**src/rtl/udp_data_path.sv**
```systemverilog
module udp_data_path #(
  parameter int ADDR_W = 28,
  parameter int DATA_W = 64
) (
  input  logic              clk,
  input  logic              rst_n,
  input  logic              cfg_bl8,
  input  logic              cfg_wdelay,
  input  logic              cmd_valid,
  input  logic              cmd_write,
  input  logic [ADDR_W-1:0] cmd_addr,
  output logic              cmd_ready,
  output logic              wdata_req,
  input  logic [DATA_W-1:0] wr_data,
  output logic [DATA_W-1:0] rd_data,
  output logic              rd_data_valid,
  output logic              mem_cmd_valid,
  output logic              mem_cmd_write,
  output logic [ADDR_W-1:0] mem_cmd_addr,
  output logic [DATA_W-1:0] mem_wr_data,
  output logic              mem_wr_valid,
  input  logic [DATA_W-1:0] mem_rd_data,
  input  logic              mem_rd_valid
);
  localparam int CNT_W = 4;

  typedef enum logic [1:0] {S_IDLE, S_WR, S_RD} state_t;
  state_t st;

  logic             dly2;
  logic [CNT_W-1:0] blen, req_cnt, beat_cnt;
  logic [1:0]       req_sr;
  logic             accept, cap_en, rd_take, last_beat;

  assign cmd_ready = (st == S_IDLE);
  assign accept    = cmd_valid & cmd_ready;
  assign wdata_req = (st == S_WR) && (req_cnt != blen);
  assign cap_en    = (st == S_WR) && (dly2 ? req_sr[1] : req_sr[0]);
  assign rd_take   = (st == S_RD) && mem_rd_valid;
  assign last_beat = (beat_cnt == blen - 1'b1);

  always_ff @(posedge clk) begin
    if (!rst_n) begin
      st            <= S_IDLE;
      dly2          <= 1'b0;
      blen          <= CNT_W'(4);
      req_cnt       <= '0;
      beat_cnt      <= '0;
      req_sr        <= '0;
      mem_cmd_valid <= 1'b0;
      mem_cmd_write <= 1'b0;
      mem_cmd_addr  <= '0;
      mem_wr_valid  <= 1'b0;
      mem_wr_data   <= '0;
      rd_data_valid <= 1'b0;
      rd_data       <= '0;
    end else begin
      req_sr        <= {req_sr[0], wdata_req};
      mem_cmd_valid <= accept;
      mem_wr_valid  <= cap_en;
      rd_data_valid <= rd_take;
      if (cap_en)  mem_wr_data <= wr_data;
      if (rd_take) rd_data     <= mem_rd_data;
      if (wdata_req) req_cnt <= req_cnt + 1'b1;

      if (accept) begin
        st            <= cmd_write ? S_WR : S_RD;
        dly2          <= cfg_wdelay;
        blen          <= cfg_bl8 ? CNT_W'(8) : CNT_W'(4);
        req_cnt       <= '0;
        beat_cnt      <= '0;
        mem_cmd_write <= cmd_write;
        mem_cmd_addr  <= cmd_addr;
      end else if (cap_en || rd_take) begin
        beat_cnt <= beat_cnt + 1'b1;
        if (last_beat) st <= S_IDLE;
      end
    end
  end
endmodule

```
**config.mk**
```make
export PLATFORM = sky130hd
export DESIGN_NAME = udp_data_path
export DESIGN_NICKNAME = d
export VERILOG_FILES = /design/src/rtl/udp_data_path.sv
export SDC_FILE = /design/constraint.sdc
export NUM_CORES = 1
export LEC_CHECK = 0
export BUFFER_PORTS_ARGS = -buffer_cell sky130_fd_sc_hd__clkbuf_2
export CORE_MARGIN = 8
export CORE_UTILIZATION = 35
export DETAILED_ROUTE_END_ITERATION = 8
export GPL_TIMING_DRIVEN = 0
export PLACE_DENSITY = 0.71
export SLEW_MARGIN = 20
export SYNTH_ARGS = -nofsm -noshare
export SYNTH_HDL_FRONTEND = slang
export SYNTH_SLANG_ARGS = --single-unit
```
**constraint.sdc**
```tcl
create_clock -name clk -period 2.2 [get_ports clk]
set_clock_uncertainty 0.15 [all_clocks]
set_input_delay 0.66 -clock clk [delete_from_list [all_inputs] [get_ports clk]]
set_output_delay 0.66 -clock clk [all_outputs]
set_load 0.01 [all_outputs]
```
==> run_results.csv <==
group,metric,value,unit
pwr,clock_power_share,0.420,
placement,place_congestion,0.786,
placement,dp_slack,-0.389,ns
global_routing,grt_overflow,0,
synth,synth.avg_cell_area,9.21,um^2
global_routing,grt_use_total,0.172,
sta,tightest_slew,0.485,ns
sta,fin_ws,0.0608,ns
global_routing,grt_pass1_vias,5887,
pwr,combPwrFrac,0.094,
routing,vias,5818,
worst_setup_path,worstPathRequired,1.39,ns
synth,syn-num-nets,866,
floorplan,initial_core_util,0.358,
floorplan,dieArea,23000,um^2
synth,synth_warnings,0,
sta,setup_viol,0,
pwr,p_sw,1720,uW
cts,cts_buffer_depth,2,
cts,hold_buffers,0,
routing,wl,20.3,mm
synth,synth_top_area_frac,0.544,
synth,yosysMostFrequentCell,"nand2_1",
worst_setup_path,criticalPathCategory,"reg2out",
run_status,status,"complete, no violations",
routing,first_pass_iters,4,
worst_setup_path,crit_arrival,1.33,ns
routing,detail_route.wl_per_cell,15.8,um
synth,mappedNetlistArea,6440,um^2
cts,cts_tree,"done",
floorplan,ioPinCount,325,
global_routing,grt_max_degree,17,
cts,clk_latency,0.41,ns
pwr,p_leak,0.00400,uW
synth,synth_top_cell_by_area,"dfxtp_1",
sta,finalHoldViolCount,0,
worst_setup_path,cp_max_fo,3,
sta,clock.fmax,467,MHz
cells_and_area,fin_nets,1211,
synth,synth_cell_type_count,35,
floorplan,die_h,152,um
worst_setup_path,start_kind,"register",
cts,clkSinkCount,175,
worst_setup_path,end_kind,"output port",
synth,synthCells,700,
routing,drc,0,
cts,clkTransAtPathRegs,0.07,ns
synth,ys_seq_elements,175,
pwr,p_int,5160,uW
placement,dp_hpwl,16.1,mm
floorplan,core_area,18000,um^2
cells_and_area,antennaDiodeCount,0,
sta,slew_viol_final,0,
global_routing,grt_first_pass_wirelength,30.8,mm
pwr,powerDensity,767,nW/um^2
placement,io_buffers,324,
job,maxCapViolCount,0,
floorplan,placementRows,49,
pwr,peakVddDrop,0.504,mV
synth,netlist_top_cells_area,"dfxtp_1, nand2_1, a21boi_0, a21boi_1, a22o_1",
cts,cts_htree_levels,4,
synth,synth_common_cells,"nand2_1, dfxtp_1, a21boi_0",
cts,ctsRootBufferMaster,"clkbuf_16",
cts,cts_inserted_buffers,17,
pwr,p_sw_frac,0.250,
routing,drt-initial-drc-count,159,
cells_and_area,area_growth,39.0,%
cells_and_area,n_fill_cell,1760,
routing,viasPerCell,4.52,
sta,slew_headroom,0.676,
cells_and_area,drive_gt1_frac,0.380,
synth,synth-seq-area-share,0.544,
global_routing,antenna_found_initial,0,
pwr,seq_power_share,0.486,
sta,holdWs,0.300,ns
synth,synth_ff_type,"dfxtp_1",
synth,synthArstFlopShare,0,
sta,period_needed,2.14,ns
floorplan,dieWidth,152,um
routing,postRouteAntennaNets,0,
hold_path,hp-class,"in2reg",
sta,post-route-period-util,0.972,
synth,synth_edf_count,0,
-- worst max-delay path, cell delays in order (launching register included) --
cell      delay, ns
dfxtp_2        0.35
inv_1          0.06
ha_2           0.18
a31oi_4        0.17
clkbuf_8       0.16
-- per-stage QoR --
stage | power [uW] | TNS, ns | instance area, um^2 | cells | util
after floorplan | 3720 | 0 | 6440 | 700 | -
after global placement | 4060 | -15.43 | 8350 | 1253 | 0.463
after detailed placement | 4060 | -15.10 | 8350 | 1253 | 0.463
after CTS | 6970 | 0 | 8950 | 1287 | 0.496
after global routing | 7160 | -0.00850 | 8960 | 1287 | 0.497
final | 6870 | 0 | 8960 | 1287 | 0.497
-- path summary, 6_finish.rpt --
check	from	to	slack, ns	cells past startpoint
min reg2reg	mem_wr_data[30]	mem_wr_data[30]	0.30	2
max reg2reg	dly2	mem_wr_data[16]	0.57	6
min	cmd_addr[17]	mem_cmd_addr[17]	0.30	2
max	req_cnt[1]	wdata_req	0.06	4
-- layer usage --
layer  track usage  vias up  wire, um
li1              -     2991         -
met1         0.191     2597      8190
met2         0.295      215      9700
met3        0.0719       15      2180
met4        0.0485        0       224
met5             0        -         0
-- power groups by stage --
stage,Sequential (uW),Clock (uW),Combinational [uW]
detailed placement,3410,0,655
floorplan,3440,0,274
global route,3350,3090,720
CTS,3340,2970,664
finish,3340,2890,649
global placement,3410,0,650
-- cells in the final DEF, fill, tap and decap left out, types with 7 or more instances in the layout --
| cell type | count |
|---|---|
| a21boi_1 | 60 |
| clkbuf_16 | 17 |
| buf_2 | 8 |
| a22o_1 | 31 |
| clkbuf_2 | 323 |
| buf_4 | 20 |
| clkbuf_1 | 17 |
| nand2_1 | 260 |
| dfxtp_1 | 172 |
| buf_6 | 7 |
| a21boi_0 | 68 |
-- cell type report --
cell class                      instances  area, um^2  share of cell area
Buffer                                 50         314              0.0351
Sequential cell                       175        3510               0.391
Multi-Input combinational cell        469        2620               0.292
Clock buffer                           20         467              0.0521
Clock inverter                         12        98.8              0.0110
Tap cell                              229         287              0.0320
Inverter                                5        18.8             0.00209
Timing Repair Buffer                  327        1650               0.184
-- cell families after synthesis --
| kind of cell | synth area share |
|---|---|
| AOI/OAI and AO/OA | 0.204 |
| xor gates and xnor gates | 0.00679 |
| adders and majority gates | 0.00582 |
| buffers and inverters | 0.0522 |
| DFF | 0.544 |
| muxes | 0.00835 |
| and+or+nand+nor | 0.179 |
-- state kept, by name, indices dropped and copies added, names as in the netlist --
| name | flops |
|---|---|
| mem_cmd_write | 1 |
| mem_wr_data | 64 |
| mem_cmd_valid | 1 |
| st | 2 |
| req_cnt | 4 |
| mem_cmd_addr | 28 |
| dly2 | 1 |
| beat_cnt | 4 |
| rd_data | 64 |
| mem_wr_valid | 1 |
| rd_data_valid | 1 |
| req_sr | 2 |
| blen | 2 |
-- repair_timing --
item,CTS,global route
gates resized for setup,5,1
buffers inserted,2,1
pin swaps,1,1
endpoints found under the setup margin,1,4
No activity file was read; power rests on OpenSTA's default activity.
